### src/rtl/uart_mmio_pkg.sv
package uart_mmio_pkg;
  // control bit positions
  localparam int CTL_TXEN   = 12;
  localparam int CTL_RXEN   = 13;
  localparam int CTL_STOP2  = 16;
  localparam int CTL_PARODD = 18;
  localparam int CTL_PAREN  = 19;
  localparam int CTL_LENLO  = 20;
  localparam int CTL_TXRST  = 22;
  localparam int CTL_RXRST  = 23;
  localparam int CTL_ERRCLR = 24;
  localparam int CTL_RXIE   = 27;
  localparam int CTL_TXIE   = 28;
  // status bit positions
  localparam int ST_PARERR  = 16;
  localparam int ST_FRMERR  = 17;
  localparam int ST_OVRERR  = 18;
  localparam int ST_RXEMPTY = 20;
  localparam int ST_TXFULL  = 21;
  localparam int ST_TXEMPTY = 22;
  localparam int ST_TXBUSY  = 25;

  typedef enum logic [2:0] {
    REG_TXDATA = 3'd0, REG_RXDATA = 3'd1, REG_CTRL = 3'd2,
    REG_STATUS = 3'd3, REG_THRESH = 3'd4, REG_BAUD = 3'd5
  } regIdx_t;

  typedef enum logic [2:0] {
    SH_IDLE, SH_START, SH_DATA, SH_PAR, SH_STOP
  } shState_t;

  // strobes and settings from control to datapath
  typedef struct packed {
    logic       txPush;
    logic [7:0] txData;
    logic       rxPop;
    logic       txFlush;
    logic       rxFlush;
    logic       txEn;
    logic       rxEn;
    logic [1:0] lenSel;
    logic       parEn;
    logic       parOdd;
    logic       twoStop;
  } dpCtrl_t;

  // events from datapath to control
  typedef struct packed {
    logic parErr;
    logic frmErr;
    logic rxDrop;
    logic txBusy;
  } dpEvt_t;
endpackage

### src/rtl/uart_mmio_fifo.sv
module uart_mmio_fifo #(
  parameter int WIDTH = 8,
  parameter int DEPTH = 64,
  parameter int CW    = $clog2(DEPTH + 1)
) (
  input  logic             clk,
  input  logic             rstN,
  input  logic             flush,
  input  logic             push,
  input  logic [WIDTH-1:0] din,
  input  logic             pop,
  output logic [WIDTH-1:0] dout,
  output logic [CW-1:0]    count,
  output logic             full,
  output logic             empty
);
  localparam int AW = (DEPTH > 1) ? $clog2(DEPTH) : 1;

  logic [WIDTH-1:0] mem [DEPTH];
  logic [AW-1:0]    wrPtr, rdPtr;
  logic             doPush, doPop;

  assign full   = (count == CW'(DEPTH));
  assign empty  = (count == '0);
  assign doPush = push && !full && !flush;
  assign doPop  = pop && !empty && !flush;
  assign dout   = mem[rdPtr];

  function automatic logic [AW-1:0] nextPtr(input logic [AW-1:0] p);
    return (p == AW'(DEPTH - 1)) ? '0 : p + 1'b1;
  endfunction

  always_ff @(posedge clk or negedge rstN) begin
    if (!rstN) begin
      wrPtr <= '0;
      rdPtr <= '0;
      count <= '0;
    end else if (flush) begin
      wrPtr <= '0;
      rdPtr <= '0;
      count <= '0;
    end else begin
      if (doPush) wrPtr <= nextPtr(wrPtr);
      if (doPop)  rdPtr <= nextPtr(rdPtr);
      count <= count + CW'(doPush) - CW'(doPop);
    end
  end

  always_ff @(posedge clk) begin
    if (doPush) mem[wrPtr] <= din;
  end

  p_flush_empty_r8: assert property (@(posedge clk) disable iff (!rstN)
    flush |=> (count == '0));
  p_no_overflow_r6: assert property (@(posedge clk) disable iff (!rstN)
    count <= CW'(DEPTH));
endmodule

### src/rtl/uart_mmio_dp.sv
module uart_mmio_dp
  import uart_mmio_pkg::*;
#(
  parameter int DEPTH = 64,
  parameter int CW    = $clog2(DEPTH + 1)
) (
  input  logic          clk,
  input  logic          rstN,
  input  logic          bitTick,
  input  dpCtrl_t       ctl,
  input  logic          rxd,
  output logic          txd,
  output dpEvt_t        evt,
  output logic [CW-1:0] txCount,
  output logic [CW-1:0] rxCount,
  output logic [7:0]    rxHead
);
  logic [3:0] nBits;
  logic [2:0] lastIdx;
  logic [7:0] dataMask;
  assign nBits    = 4'd8 - {2'b00, ctl.lenSel};
  assign lastIdx  = 3'(nBits - 4'd1);
  assign dataMask = 8'hFF >> ctl.lenSel;

  // ---------------- transmit ----------------
  shState_t   txState;
  logic [7:0] txShift;
  logic [3:0] txTick;
  logic [2:0] txIdx;
  logic       txPar, txStop2;
  logic [7:0] txFifoOut;
  logic       txEmpty, txFull, txStart;

  assign txStart = (txState == SH_IDLE) && ctl.txEn && !txEmpty && !ctl.txFlush;

  uart_mmio_fifo #(.WIDTH(8), .DEPTH(DEPTH), .CW(CW)) uTxFifo (
    .clk(clk), .rstN(rstN), .flush(ctl.txFlush),
    .push(ctl.txPush), .din(ctl.txData), .pop(txStart),
    .dout(txFifoOut), .count(txCount), .full(txFull), .empty(txEmpty)
  );

  always_ff @(posedge clk or negedge rstN) begin
    if (!rstN) begin
      txState <= SH_IDLE;
      txShift <= '0;
      txTick  <= '0;
      txIdx   <= '0;
      txPar   <= 1'b0;
      txStop2 <= 1'b0;
      txd     <= 1'b1;
    end else if (txState == SH_IDLE) begin
      if (txStart) begin
        txState <= SH_START;
        txShift <= txFifoOut;
        txPar   <= (^(txFifoOut & dataMask)) ^ ctl.parOdd;
        txTick  <= '0;
        txd     <= 1'b0;
      end else begin
        txd <= 1'b1;
      end
    end else if (bitTick) begin
      txTick <= txTick + 4'd1;
      if (txTick == 4'd15) begin
        case (txState)
          SH_START: begin
            txState <= SH_DATA;
            txd     <= txShift[0];
            txIdx   <= '0;
          end
          SH_DATA: begin
            if (txIdx == lastIdx) begin
              if (ctl.parEn) begin
                txState <= SH_PAR;
                txd     <= txPar;
              end else begin
                txState <= SH_STOP;
                txd     <= 1'b1;
                txStop2 <= 1'b0;
              end
            end else begin
              txIdx   <= txIdx + 3'd1;
              txShift <= {1'b0, txShift[7:1]};
              txd     <= txShift[1];
            end
          end
          SH_PAR: begin
            txState <= SH_STOP;
            txd     <= 1'b1;
            txStop2 <= 1'b0;
          end
          SH_STOP: begin
            if (ctl.twoStop && !txStop2) txStop2 <= 1'b1;
            else                         txState <= SH_IDLE;
          end
          default: txState <= SH_IDLE;
        endcase
      end
    end
  end

  // ---------------- receive ----------------
  shState_t   rxState;
  logic       rxMeta, rxBit;
  logic [3:0] rxTick;
  logic [2:0] rxIdx;
  logic [7:0] rxShift, rxWord;
  logic       rxPush, rxPErr, rxFErr, rxFull, rxEmpty;

  always_ff @(posedge clk or negedge rstN) begin
    if (!rstN) begin
      rxMeta <= 1'b1;
      rxBit  <= 1'b1;
    end else begin
      rxMeta <= rxd;
      rxBit  <= rxMeta;
    end
  end

  always_ff @(posedge clk or negedge rstN) begin
    if (!rstN) begin
      rxState <= SH_IDLE;
      rxTick  <= '0;
      rxIdx   <= '0;
      rxShift <= '0;
      rxWord  <= '0;
      rxPush  <= 1'b0;
      rxPErr  <= 1'b0;
      rxFErr  <= 1'b0;
    end else begin
      rxPush <= 1'b0;
      case (rxState)
        SH_IDLE: begin
          if (ctl.rxEn && !rxBit) begin
            rxState <= SH_START;
            rxTick  <= '0;
          end
        end
        SH_START: begin
          if (bitTick) begin
            rxTick <= rxTick + 4'd1;
            if (rxTick == 4'd7) begin
              if (!rxBit) begin
                rxState <= SH_DATA;
                rxTick  <= '0;
                rxIdx   <= '0;
                rxShift <= '0;
              end else begin
                rxState <= SH_IDLE;
              end
            end
          end
        end
        default: begin
          if (bitTick) begin
            rxTick <= rxTick + 4'd1;
            if (rxTick == 4'd15) begin
              case (rxState)
                SH_DATA: begin
                  rxShift[rxIdx] <= rxBit;
                  if (rxIdx == lastIdx) begin
                    rxState <= ctl.parEn ? SH_PAR : SH_STOP;
                    rxPErr  <= 1'b0;
                  end else begin
                    rxIdx <= rxIdx + 3'd1;
                  end
                end
                SH_PAR: begin
                  rxPErr  <= (rxBit != ((^rxShift) ^ ctl.parOdd));
                  rxState <= SH_STOP;
                end
                SH_STOP: begin
                  rxFErr  <= !rxBit;
                  rxWord  <= rxShift;
                  rxPush  <= 1'b1;
                  rxState <= SH_IDLE;
                end
                default: rxState <= SH_IDLE;
              endcase
            end
          end
        end
      endcase
    end
  end

  uart_mmio_fifo #(.WIDTH(8), .DEPTH(DEPTH), .CW(CW)) uRxFifo (
    .clk(clk), .rstN(rstN), .flush(ctl.rxFlush),
    .push(rxPush), .din(rxWord), .pop(ctl.rxPop),
    .dout(rxHead), .count(rxCount), .full(rxFull), .empty(rxEmpty)
  );

  assign evt.parErr = rxPush && rxPErr;
  assign evt.frmErr = rxPush && rxFErr;
  assign evt.rxDrop = rxPush && rxFull;
  assign evt.txBusy = (txState != SH_IDLE);

  p_tx_gated_r3: assert property (@(posedge clk) disable iff (!rstN)
    (txState == SH_IDLE && !ctl.txEn) |=> (txState == SH_IDLE));
  p_rx_drop_r6: assert property (@(posedge clk) disable iff (!rstN)
    (rxPush && rxFull && !ctl.rxPop && !ctl.rxFlush) |=> (rxCount == $past(rxCount)));
  p_tx_idle_line_r2: assert property (@(posedge clk) disable iff (!rstN)
    (txState == SH_IDLE && $past(txState) == SH_IDLE) |-> txd);
endmodule

### src/rtl/uart_mmio_ctl.sv
module uart_mmio_ctl
  import uart_mmio_pkg::*;
#(
  parameter int DEPTH = 64,
  parameter int CW    = $clog2(DEPTH + 1)
) (
  input  logic          clk,
  input  logic          rstN,
  input  logic          busSel,
  input  logic          busWrite,
  input  logic [4:0]    busAddr,
  input  logic [31:0]   busWdata,
  output logic [31:0]   busRdata,
  output dpCtrl_t       ctl,
  input  dpEvt_t        evt,
  input  logic [CW-1:0] txCount,
  input  logic [CW-1:0] rxCount,
  input  logic [7:0]    rxHead,
  output logic [31:0]   baudCfg,
  output logic          irqRx,
  output logic          irqTx
);
  logic [31:0] ctrlReg, baudReg;
  logic [15:0] thrReg;
  logic [2:0]  errFlags;   // 0 parity, 1 framing, 2 overflow
  logic [31:0] statusWord;
  logic        hit, wrHit, rdHit;
  logic [2:0]  regIdx;
  logic        txFull, txEmpty, rxEmpty, txOvr;

  assign regIdx  = busAddr[4:2];
  assign hit     = busSel && (busAddr[1:0] == 2'b00);
  assign wrHit   = hit && busWrite;
  assign rdHit   = hit && !busWrite;
  assign txFull  = (txCount == CW'(DEPTH));
  assign txEmpty = (txCount == '0);
  assign rxEmpty = (rxCount == '0);
  assign txOvr   = wrHit && (regIdx == REG_TXDATA) && txFull;

  always_comb begin
    ctl.txPush  = wrHit && (regIdx == REG_TXDATA) && !txFull;
    ctl.txData  = busWdata[7:0];
    ctl.rxPop   = rdHit && (regIdx == REG_RXDATA) && !rxEmpty;
    ctl.txFlush = ctrlReg[CTL_TXRST];
    ctl.rxFlush = ctrlReg[CTL_RXRST];
    ctl.txEn    = ctrlReg[CTL_TXEN];
    ctl.rxEn    = ctrlReg[CTL_RXEN];
    ctl.lenSel  = ctrlReg[CTL_LENLO+1:CTL_LENLO];
    ctl.parEn   = ctrlReg[CTL_PAREN];
    ctl.parOdd  = ctrlReg[CTL_PARODD];
    ctl.twoStop = (ctrlReg[CTL_STOP2+1:CTL_STOP2] == 2'b01);
  end

  always_ff @(posedge clk or negedge rstN) begin
    if (!rstN) begin
      ctrlReg <= '0;
      thrReg  <= '0;
      baudReg <= '0;
    end else if (wrHit) begin
      case (regIdx)
        REG_CTRL:   ctrlReg <= busWdata;
        REG_THRESH: thrReg  <= busWdata[15:0];
        REG_BAUD:   baudReg <= busWdata;
        default: ;
      endcase
    end
  end

  always_ff @(posedge clk or negedge rstN) begin
    if (!rstN) begin
      errFlags <= '0;
    end else if (ctrlReg[CTL_ERRCLR]) begin
      errFlags <= '0;
    end else begin
      errFlags <= errFlags | {txOvr || evt.rxDrop, evt.frmErr, evt.parErr};
    end
  end

  always_comb begin
    statusWord             = '0;
    statusWord[ST_PARERR]  = errFlags[0];
    statusWord[ST_FRMERR]  = errFlags[1];
    statusWord[ST_OVRERR]  = errFlags[2];
    statusWord[ST_RXEMPTY] = rxEmpty;
    statusWord[ST_TXFULL]  = txFull;
    statusWord[ST_TXEMPTY] = txEmpty;
    statusWord[ST_TXBUSY]  = evt.txBusy;
  end

  always_comb begin
    busRdata = '0;
    if (rdHit) begin
      case (regIdx)
        REG_RXDATA: busRdata = rxEmpty ? '0 : {24'd0, rxHead};
        REG_CTRL:   busRdata = ctrlReg;
        REG_STATUS: busRdata = statusWord;
        REG_THRESH: busRdata = {16'd0, thrReg};
        REG_BAUD:   busRdata = baudReg;
        default:    busRdata = '0;
      endcase
    end
  end

  assign baudCfg = baudReg;
  assign irqRx   = ctrlReg[CTL_RXIE] && (9'(rxCount) >= 9'(thrReg[7:0]));
  assign irqTx   = ctrlReg[CTL_TXIE] && (9'(txCount) <= 9'(thrReg[15:8]));

  p_errclr_hold_r7: assert property (@(posedge clk) disable iff (!rstN)
    ctrlReg[CTL_ERRCLR] |=> (errFlags == '0));
  p_err_sticky_r7: assert property (@(posedge clk) disable iff (!rstN)
    !ctrlReg[CTL_ERRCLR] |=> ((errFlags & $past(errFlags)) == $past(errFlags)));
  p_rx_irq_empty_r10: assert property (@(posedge clk) disable iff (!rstN)
    (rxCount == '0 && thrReg[7:0] != 8'd0) |-> !irqRx);
  p_tx_irq_full_r10: assert property (@(posedge clk) disable iff (!rstN)
    (txFull && 9'(thrReg[15:8]) < 9'(DEPTH)) |-> !irqTx);
endmodule

### src/rtl/uart_mmio_core.sv
module uart_mmio_core #(
  parameter int DEPTH = 64
) (
  input  logic        clk,
  input  logic        rstN,
  input  logic        busSel,
  input  logic        busWrite,
  input  logic [4:0]  busAddr,
  input  logic [31:0] busWdata,
  output logic [31:0] busRdata,
  input  logic        bitTick,
  input  logic        rxd,
  output logic        txd,
  output logic [31:0] baudCfg,
  output logic        irqRx,
  output logic        irqTx,
  output logic        irq
);
  import uart_mmio_pkg::*;
  localparam int CW = $clog2(DEPTH + 1);

  dpCtrl_t       ctl;
  dpEvt_t        evt;
  logic [CW-1:0] txCount, rxCount;
  logic [7:0]    rxHead;

  uart_mmio_ctl #(.DEPTH(DEPTH), .CW(CW)) uCtl (
    .clk(clk), .rstN(rstN), .busSel(busSel), .busWrite(busWrite),
    .busAddr(busAddr), .busWdata(busWdata), .busRdata(busRdata),
    .ctl(ctl), .evt(evt), .txCount(txCount), .rxCount(rxCount),
    .rxHead(rxHead), .baudCfg(baudCfg), .irqRx(irqRx), .irqTx(irqTx)
  );

  uart_mmio_dp #(.DEPTH(DEPTH), .CW(CW)) uDp (
    .clk(clk), .rstN(rstN), .bitTick(bitTick), .ctl(ctl), .rxd(rxd),
    .txd(txd), .evt(evt), .txCount(txCount), .rxCount(rxCount),
    .rxHead(rxHead)
  );

  assign irq = irqRx || irqTx;
endmodule

### config.mk
export PLATFORM = sky130hd
export DESIGN_NAME = uart_mmio_core
export DESIGN_NICKNAME = d
export VERILOG_FILES = /design/src/rtl/uart_mmio_pkg.sv /design/src/rtl/uart_mmio_fifo.sv /design/src/rtl/uart_mmio_dp.sv /design/src/rtl/uart_mmio_ctl.sv /design/src/rtl/uart_mmio_core.sv
export SDC_FILE = /design/constraint.sdc
export NUM_CORES = 1
export LEC_CHECK = 0
export ABC_AREA = 1
export BUFFER_PORTS_ARGS = -buffer_cell sky130_fd_sc_hd__buf_2
export CAP_MARGIN = 20
export CELL_PAD_IN_SITES_DETAIL_PLACEMENT = 0
export CELL_PAD_IN_SITES_GLOBAL_PLACEMENT = 1
export CORE_MARGIN = 5
export CORE_UTILIZATION = 36
export CTS_CLUSTER_DIAMETER = 120
export DETAILED_ROUTE_END_ITERATION = 8
export HOLD_SLACK_MARGIN = 0.03
export PLACE_DENSITY_LB_ADDON = 0.08
export SYNTH_ARGS = -nofsm -noshare
export SYNTH_HDL_FRONTEND = slang
export SYNTH_SLANG_ARGS = --single-unit
### constraint.sdc
create_clock -name clk -period 3.3 [get_ports clk]
set_clock_uncertainty 0.05 [all_clocks]
set_input_delay 0.495 -clock clk [delete_from_list [all_inputs] [get_ports clk]]
set_output_delay 0.495 -clock clk [all_outputs]
set_load 0.01 [all_outputs]
* Word level (Yosys, flattened, before mapping)
Memories as Yosys holds them, arrays and structs flattened. Cells that the tools add are included.
Storage, ports and cells: register bits after elaboration 173, memory bits (writable) 1024, word-level logic and storage cells 266, memories 2
Operators by class: add/subtract/negate cells 14, $lt $le $gt $ge 4, equality and inequality tests 41, shifts and indexed selects 1, mux-type cells 91, bitwise logic cells 7, reduce and logical (&&, ||, !) cells 79
Memory list:
- uDp.uRxFifo.mem | depth 64, width 8, rd ports 1, clocked after memory_dff 0, wr ports 1, line uart_mmio_fifo.sv:19 | logic [WIDTH-1:0] mem [DEPTH];
- uDp.uTxFifo.mem | depth 64, width 8, rd ports 1, clocked after memory_dff 0, wr ports 1, line uart_mmio_fifo.sv:19
Operators by type and width (count):
- 32-bit one-hot mux with 5 select lines | 1
- 8-bit two-way mux | 13
- 6-bit two-way mux | 12
- 3-bit two-way mux | 22
- 32-bit two-way mux | 1
- 4-bit two-way mux | 8
- 1-bit logical AND | 27
- 6-bit by 1-bit adder with 6-bit output (second input constant) | 4
- 6-bit == test (second input constant) | 4
- 3-bit one-hot mux with 2 select lines | 4
- 2-bit nonzero test | 12
- 5-bit AND reduction | 4
- 1-bit two-way mux | 19
- 3-bit by 2-bit == test with 1-bit output (second input constant) | 6
- 8-bit one-hot mux with 2 select lines | 1
- 8-bit XOR reduction | 2
- 7-bit by 1-bit adder with 7-bit output | 2
- 7-bit == test (second input constant) | 2
- 7-bit zero test | 2
- 7-bit two-way mux | 2
- 7-bit AND reduction | 2
- 7-bit by 1-bit subtractor with 7-bit output | 2
- 3-bit == test (second input constant) | 4
- 2-bit by 1-bit != test with 1-bit output (second input constant) | 6
- 41 further kinds | 75

* Longest topological paths before layout
Gate-level depths: netlist (run 1).
depth in word-level cells 10, gate-level depth with buffers 22

* Hierarchy
From an unflattened synthesis (run 1), not the netlist that was laid out.
Second synthesis, totals: cell total of the unflattened synthesis 5149, area, all modules 53117.2 µm²
By module, submodules not included:
- uart_mmio_fifo (uDp.uRxFifo) | times used 1, cells an instance 2179, area each 23460.0 µm², sequential area each 15850.2 µm²
- uart_mmio_fifo (uDp.uTxFifo) | times used 1, cells an instance 1951, area each 22008.6 µm², sequential area each 15850.2 µm²
- uart_mmio_ctl | times used 1, cells an instance 595, area each 4520.6 µm², sequential area each 2077.0 µm²
- uart_mmio_dp | times used 1, cells an instance 421, area each 3116.7 µm², sequential area each 1305.0 µm²
- uart_mmio_core | times used 1, cells an instance 3, area each 11.3 µm², sequential area each 0.0 µm²

* Least setup slack after synthesis (run 1)
No wires, ideal clock.
path kind register to register, from register uDp.uRxFifo.count[2], to register uDp.uRxFifo.count[6], library setup time 0.077 ns, arrival 3.184 ns, required time 3.173 ns, setup slack -0.012 ns, cell stages (with the launch flop) 22, buffers on the path 1, period minus slack after synthesis 3.312 ns, cell sequence dfrtp_1 -> inv_1 -> ha_1 -> nand3_1 -> nor2_1 -> nand2_1 -> nand2_1 -> nor2_1 -> clkbuf_1 -> inv_1 -> ha_1 -> inv_1 -> ha_1 -> inv_1 -> fa_1 -> o31ai_1 -> inv_1 -> nor2_1 -> nor2_1 -> o21bai_1 -> o21ai_0 -> a21oi_1
On the way: longest elaborated chain between the ends 7, elaborated cells on any way between the ends 12, classes of those cells 2 x add/sub; 1 x eq/ne; 1 x mux; 8 x reduce/logical
Ends and longest elaborated chain:
- start: declaration | line uart_mmio_fifo.sv:13 | output logic [CW-1:0] count,
- start signal: assignment | line uart_mmio_fifo.sv:45 | count <= count + CW'(doPush) - CW'(doPop);
- 7-bit == test or 7-bit zero test (tied branches) | line uart_mmio_fifo.sv:23, uart_mmio_fifo.sv:24, uart_mmio_ctl.sv:37
- 1-bit zero test, on equally long branches | line uart_mmio_fifo.sv:25, uart_mmio_fifo.sv:26, uart_mmio_ctl.sv:43
- 1-bit logical AND, on equally long branches | line uart_mmio_fifo.sv:25, uart_mmio_ctl.sv:43
- 1-bit logical AND, on equally long branches | line uart_mmio_fifo.sv:25, uart_mmio_fifo.sv:26
- 7-bit by 1-bit adder with 7-bit output or 1-bit logical AND (tied branches) | line uart_mmio_fifo.sv:45, uart_mmio_fifo.sv:26
- 7-bit by 1-bit subtractor with 7-bit output * | line uart_mmio_fifo.sv:45
- 7-bit two-way mux * | line uart_mmio_fifo.sv:38 | end else if (flush) begin
Mark *: on every way between the ends. The rest lies on a longest branch, timed or not. A chain may end at the register's enable or synchronous reset.

* Worst setup path in the final report (run 1)
from register uDp.uRxFifo.rdPtr[0], to output port busRdata[2]
On the way: longest elaborated chain between the ends 4
Ends and longest elaborated chain:
- start: declaration | line uart_mmio_fifo.sv:20 | logic [AW-1:0] wrPtr, rdPtr;
- start signal: assignment | line uart_mmio_fifo.sv:44 | if (doPop) rdPtr <= nextPtr(rdPtr);
- memory read 64 x 8 bit
- 8-bit two-way mux | line uart_mmio_ctl.sv:94 | REG_RXDATA: busRdata = rxEmpty ? '0 : {24'd0, rxHead};
- 32-bit one-hot mux with 5 select lines | line uart_mmio_ctl.sv:93 | case (regIdx)
- 32-bit two-way mux | line uart_mmio_ctl.sv:92 | if (rdHit) begin
- end: declaration | line uart_mmio_core.sv:10 | output logic [31:0] busRdata,
No other way between the ends.

==> flow_summary.ini, run 1 <==
[critical_path]
r2r-start = uDp.uRxFifo.count[2]$_DFF_PN0_
worst_setup_path_end_kind = primary output
crit_slowest_cell = dfrtp_4
path_buf_inv = 5
worstSetupPathType = flip-flop to primary output
r2r.worst_path.cells = 20
r2r_end = uDp.uRxFifo.count[6]$_DFF_PN0_
cp_max_fo = 19
cp_data_arrival_time_ps = 3230
cp_cell_sequence = buf_6, buf_4, clkbuf_16, o21ai_0, o22ai_2, o21ai_2, nand3_2, nand3_2, nand2_4, nand2_2, a21oi_2, buf_4, buf_6
max_stage_delay_ps = 500
cp-start-kind = flip-flop
required_ps = 2750
critPathTopFamily = buffers and inverters
rrSetupSlack_ps = 170

[clocking]
path_clk_slew_ps = 60
clock_latency_ps = 760
cts_made_buffers = 138
cts-root-buf = clkbuf_16
h-tree-depth = 4
ctsLongestPathBuffers = 3
cts.sinks = 1197
cts_tree = done

[global_route]
grt_pass1_wl_um = 234900
overflow = 0
antenna_found_initial = 1
grt.total_usage = 0.2152
grt_max_degree = 80
grt_pass1_vias = 34340

[synth]
synthesis.nets = 4476
synth_edf_count = 1024
synthFlopType = edfxtp_1
yosys_warnings = 0
netlist-cell-type-count = 53
synth-async-reset-ratio = 0.1445
synth_seq_cells = 1197
syn_area_um2 = 50360
syn_inst = 4391
synth_seq_area_share = 0.6966
avgSynthCellArea_um2 = 11.47

[flow_run]
maxCapViolCount = 0

[min_path]
hold_start = bitTick
holdPathEnd = uDp.txd$_DFFE_PN1P_
hold_depth = 4
hp-class = input port to flip-flop

[floorplanning]
dieWidth_um = 384.0
rows = 137
die_h_um = 384.0
num_io_pins = 111
start_util = 0.3618
core-area_um2 = 139200
die_area_um2 = 147500

[detailed_routing]
vias = 35030
dr.pass1.iters = 5
drc = 0
wirelength_um = 160900
postRouteAntennaNets = 0
avgRoutedWirePerCell_um = 23.67
vias_per_cell = 5.155
drt_iter0_markers = 2821

[sta]
worstMarginPinSlew_ps = 1064
rsz0062_at_grt = yes
setup_viol = 8
slew-limit-headroom = 0.2905
period_minus_slack_ps = 3776
finalHoldViolCount = 0
whs_ps = 187.8
setup_ws_ps = -475.6
fin_crit_sh = 1.144
drv_slew = 0
fmax_mhz = 264.9

[final_layout]
fillers = 13140
drive_above_1_share = 0.1785
area_growth_pct = 22.03
final_util = 0.4416
final_cells = 6796
fin_nets = 4895

[pwr]
power_density_nw_per_um2 = 553.2
vdd_ir_drop_max_mv = 0.5129
pwr-share-comb = 0.057
p_int_uw = 26060
pwr-share-seq = 0.507
power.leakage_uw = 0.02280
swShare = 0.2336
clkPwrFrac = 0.436
p_total_uw = 34000
netSwitchingPower_uw = 7942

[placement]
dp_slack_ps = -218.5
place_inst = 6452
port-buffer-count = 110
dpl.hpwl_um = 99210
gp_congestion = 0.8193

[outcome]
status = complete, but fails checks
violations = negative setup slack
-- cell type report --
class                      instances  area (um2)  area share
timing repair inverter             4       37.54   0.0006107
tap                             1876        2347     0.03819
sequential                      1197       35110      0.5713
timing repair buffer             516        4771     0.07762
clock buffer                     181        3697     0.06016
clock inverter                    68       650.6     0.01059
inverter                         204       812.0     0.01321
multi-input combinational       2749       14030      0.2283
antenna                            1       2.502  0.00004071
-- cells by family after synthesis --
group | synth area share
AOI/OAI and AO/OA | 0.08812
DFF | 0.6966
xor gates and xnor gates | 0.003478
adders and majority gates | 0.01073
buffers and inverters | 0.03985
muxes | 0.007577
and+or+nand+nor | 0.1537
-- sequential cells by signal, indices dropped and copies added (netlist names), 3 cells and up --
name and flops:
uDp.uRxFifo.mem 512, uDp.uTxFifo.mem 512, uCtl.baudCfg 32, uCtl.ctrlReg 32, uCtl.thrReg 16, uDp.rxShift 8
uDp.rxWord 8, uDp.txShift 8, uDp.uRxFifo.count 7, uDp.uTxFifo.count 7, uDp.uRxFifo.rdPtr 6, uDp.uRxFifo.wrPtr 6
uDp.uTxFifo.rdPtr 6, uDp.uTxFifo.wrPtr 6, uDp.rxTick 4, uDp.txTick 4, uCtl.errFlags 3, uDp.rxIdx 3
uDp.rxState 3, uDp.txIdx 3, uDp.txState 3
-- placed cells by master (no fill, tap or decap), types with 80 or more instances in the layout --
| master | Yosys | final |
|---|---|---|
| a21oi_1 | 139 | 129 |
| buf_2 | 81 | 102 |
| buf_4 | 30 | 301 |
| clkbuf_16 | 0 | 143 |
| dfrtp_1 | 170 | 156 |
| edfxtp_1 | 1024 | 1024 |
| inv_1 | 186 | 182 |
| nand2_1 | 936 | 919 |
| nand3_1 | 399 | 363 |
| nor2_1 | 502 | 492 |
| o21ai_0 | 374 | 355 |
| o221ai_1 | 99 | 80 |
-- worst reg2reg max path, stage by stage, from the launching register on --
cell and delay [ps]:
dfrtp_1 350, inv_1 60, ha_1 210, nand3_2 100
nor3_2 40, buf_4 150, nor3_4 130, nand2_2 120
nor2_2 160, ha_1 250, inv_1 60, ha_1 150
inv_1 60, fa_2 370, o31ai_4 190, inv_1 70
nor2_2 100, nor2_1 50, o21bai_1 180, o21ai_0 100
a21oi_1 130
-- stage by stage --
stage,setup TNS (ps),instance area [um2]
global route,-4307,61460
global placement,-619.4,54930
CTS,-4032,60890
detailed placement,-598.1,54930
floorplan,0,50370
finish,-3332,61460
-- cell usage after synthesis (7+ instances only) --
cell      count  area [um2]
buf_4        30       225.2
buf_1        13       48.80
inv_2        13       48.80
o21ai_1      15       75.07
nand2_1     936        3513
ha_1         40       500.5
a31oi_1       7       43.79
nor2_1      502        1884
nor3_1       38       190.2
a21boi_0      8       60.06
xor2_1       10       87.58
a21oi_1     139       695.7
mux2_2       29       326.6
inv_1       186       698.2
buf_2        81       405.4
clkbuf_1    101       379.1
edfxtp_1   1024       30750
buf_6        16       180.2
nand3_1     399        1997
o211ai_1     13       97.59
o221ai_1     99       867.1
dfrtp_1     170        4254
o22ai_1      66       412.9
xnor2_1      10       87.58
o21ai_0     374        1872
-- power by group through the flow --
stage	clock, uW	sequential (uW)	combinational [uW]
floorplan	0	17500	1060
global placement	0	17500	1940
detailed placement	0	17500	1940
CTS	15200	17200	1980
global route	15900	17300	2210
finish	14800	17200	1950
-- per-layer routing --
| layer | vias up | wire [um] | track usage |
|---|---|---|---|
| met2 | 861 | 71250 | 0.3262 |
| li1 | 16480 | - | - |
| met4 | 2 | 2916 | 0.04759 |
| met3 | 196 | 9816 | 0.04536 |
| met5 | - | 13 | 0 |
| met1 | 17490 | 76860 | 0.3188 |
-- repair_timing --
action | in CTS | in global routing
setup endpoints to repair | 11 | 12
hold endpoints to repair | 113 | 0
cloned | 17 | 4
pin swaps | 55 | 64
setup buffers | 33 | 21
hold buffers | 26 | 0
resized for setup | 145 | 100
-- worst max-delay path by stage --
stage          slack [ps]                             end                        startpoint  cells past startpoint
6_report             -480                     busRdata[2]  uDp.uRxFifo.rdPtr[0]$_DFFE_PN0P_                     13
5_1_grt              -550                     busRdata[2]  uDp.uRxFifo.rdPtr[1]$_DFFE_PN0P_                     14
4_1_cts              -530                     busRdata[4]  uDp.uRxFifo.rdPtr[0]$_DFFE_PN0P_                     15
3_5_place_dp         -220  uDp.uRxFifo.count[6]$_DFF_PN0_                        busAddr[3]                     19
3_3_place_gp         -250  uDp.uTxFifo.count[6]$_DFF_PN0_                        busAddr[3]                     20
2_1_floorplan          40  uDp.uRxFifo.count[6]$_DFF_PN0_    uDp.uRxFifo.count[2]$_DFF_PN0_                     19
Note: power is estimated with default switching activity, not from simulation.
==> inputs of run 2 (changes only) <==
Settings changed: PLACE_DENSITY set to 0.63, PLACE_DENSITY_LB_ADDON 0.08 to not set.
==> flow_summary.ini, run 2 (synthesized netlist as in run 1, its figures left out) <==
[final_layout]
fillers = 12990
multiInputGateArea_um2 = 14140
reg.largest.list = uDp.uRxFifo.mem: 512 flops, uDp.uTxFifo.mem: 512 flops
mostFrequentLayoutCells = edfxtp_1 (1,024), nand2_1 (919), nor2_1 (493)
final-seq-area_um2 = 35110
fin_nets = 4876
final_cells = 6764
drive_above_1_share = 0.1780
final_util = 0.4414
final_common_cell = edfxtp_1
area_growth_pct = 21.97
n_antenna_cell = 0

[critical_path]
cp-endpoint = busRdata[3]
critPathLaunch = uDp.uRxFifo.rdPtr[0]$_DFFE_PN0P_
r2r-start = uDp.uRxFifo.count[3]$_DFF_PN0_
worstSetupPathType = flip-flop to primary output
required_ps = 2750
critPathTopFamily = buffers and inverters
cp.depth = 14
crit_slowest_cell = dfrtp_4
path_buf_inv = 6
r2r.worst_path.cells = 19
cp_data_arrival_time_ps = 3210
cp_max_fo = 6
rrSetupSlack_ps = 220
r2r_end = uDp.uRxFifo.count[6]$_DFF_PN0_
cp_cell_sequence = buf_4, buf_8, buf_8, inv_8, o21ai_0, o22ai_1, nor2_1, o311ai_1, buf_4, nand3_4, nand2_2, nand2_2, a21oi_2, buf_2
max_stage_delay_ps = 530
worst_setup_path_end_kind = primary output
cp-start-kind = flip-flop

[clocking]
path_clk_slew_ps = 60
cts_made_buffers = 133
h-tree-depth = 4
cts_tree = done
clock_latency_ps = 760
cts.sinks = 1197
ctsLongestPathBuffers = 3
cts-root-buf = clkbuf_16

[detailed_routing]
vias = 35050
drt_iter0_markers = 3217
drc = 0
postRouteAntennaNets = 0
dr.pass1.iters = 6
wirelength_um = 149200
avgRoutedWirePerCell_um = 22.06
vias_per_cell = 5.182

[pwr]
netSwitchingPower_uw = 7799
p_total_uw = 33460
clkPwrFrac = 0.425
pwr-share-comb = 0.061
swShare = 0.2331
pwr-share-seq = 0.514
p_int_uw = 25660
vdd_ir_drop_max_mv = 0.5356
power.leakage_uw = 0.02280
power_density_nw_per_um2 = 544.6

[sta]
worstMarginPinSlew_ps = 909.4
fin_setup_tns_ps = -3134
drv_slew = 0
period_minus_slack_ps = 3753
slew-limit-headroom = 0.3937
fmax_mhz = 266.4
setup_viol = 8
rsz0062_at_grt = yes
finalHoldViolCount = 0
fin_crit_sh = 1.137
whs_ps = 138.7
setup_ws_ps = -453.2

[global_route]
antenna_found_initial = 1
grt_max_degree = 93
grt_pass1_vias = 33590
grt_pass1_wl_um = 220200
grt.busiest_layer = met2
gr-usage-met1 = 0.2818
grt_util_met2 = 0.3135
overflow = 0
grt_use_met3 = 0.03658
grt.total_usage = 0.1979

[placement]
place_inst = 6433
gp_congestion = 0.8447
dpl.hpwl_um = 92560
port-buffer-count = 110

[outcome]
violations = negative setup slack
status = complete, but fails checks

[min_path]
hold_start = bitTick
hp-class = input port to flip-flop

[floorplanning]
start_util = 0.3618
num_io_pins = 111
die_h_um = 384.0
die_area_um2 = 147500
dieWidth_um = 384.0
rows = 137
core-area_um2 = 139200

[flow_run]
maxCapViolCount = 0
[run 2: cell count changes in the layout (fill, tap and decap cells not counted), sizes merged]
cell      delta
inv          -6
diode        -1
clkbuf       -8
bufbuf       +1
clkinv       +4
buf         -17
clkinvlp     -3
bufinv       -2
[run 2: worst register-to-register path: cells and delay by family (launching register included)]
kind	cells	cell delay, ps
adder cells (fa/ha/maj)	4	950
AND/OR/NAND/NOR	7	820
AO/OA/AOI/OAI	4	610
flip-flops	1	360
buffers and inverters	4	230
[run 2: power by group through the flow]
stage	clock network, uW	registers (uW)	logic, uW
floorplan	0	17500	1060
global placement	0	17500	1980
detailed placement	0	17500	2000
CTS	14500	17200	2050
global route	15200	17200	2270
finish	14200	17200	2030
[run 2: final cells by class]
cell class,count,area share
clock buffers,172,0.05811
inverters,204,0.01299
repair inverters,5,0.001385
repair buffers,501,0.07801
clock inverters,60,0.009573
well taps,1876,0.03821
flip-flops and latches,1197,0.5715
multi-input cells,2749,0.2303
[run 2: worst min path at each step]
| stage | end | cells after the start |
|---|---|---|
| 6_report | uDp.txd$_DFFE_PN1P_ | 4 |
| 5_1_grt | uDp.uTxFifo.mem[3][0]$_DFFE_PP_ | 1 |
| 4_1_cts | uDp.txd$_DFFE_PN1P_ | 4 |
| 3_5_place_dp | uDp.rxBit$_DFF_PN1_ | 0 |
| 3_3_place_gp | uDp.rxBit$_DFF_PN1_ | 0 |
| 2_1_floorplan | uCtl.baudCfg[0]$_DFFE_PN0P_ | 0 |
[run 2: through the flow]
step	setup WS (ps)	cell area, um2
global placement	-203.3	54820
floorplan	44.05	50370
finish	-453.2	61430
global route	-547.2	61430
detailed placement	-161.6	54820
CTS	-432.4	60850
[run 2: timing repair]
item / CTS / global route
hold buffers: 26 / 0
resized for setup: 188 / 91
buffers inserted: 31 / 17
endpoints found under the setup margin: 11 / 12
cloned: 20 / 6
pin swaps: 88 / 79
hold endpoints to repair: 128 / 0
[run 2: layer usage]
layer | share of wire | up-vias
met3 | 0.065 | 220
li1 | - | 16410
met5 | 0 | -
met4 | 0.024 | 0
met1 | 0.45 | 17330
met2 | 0.46 | 1093
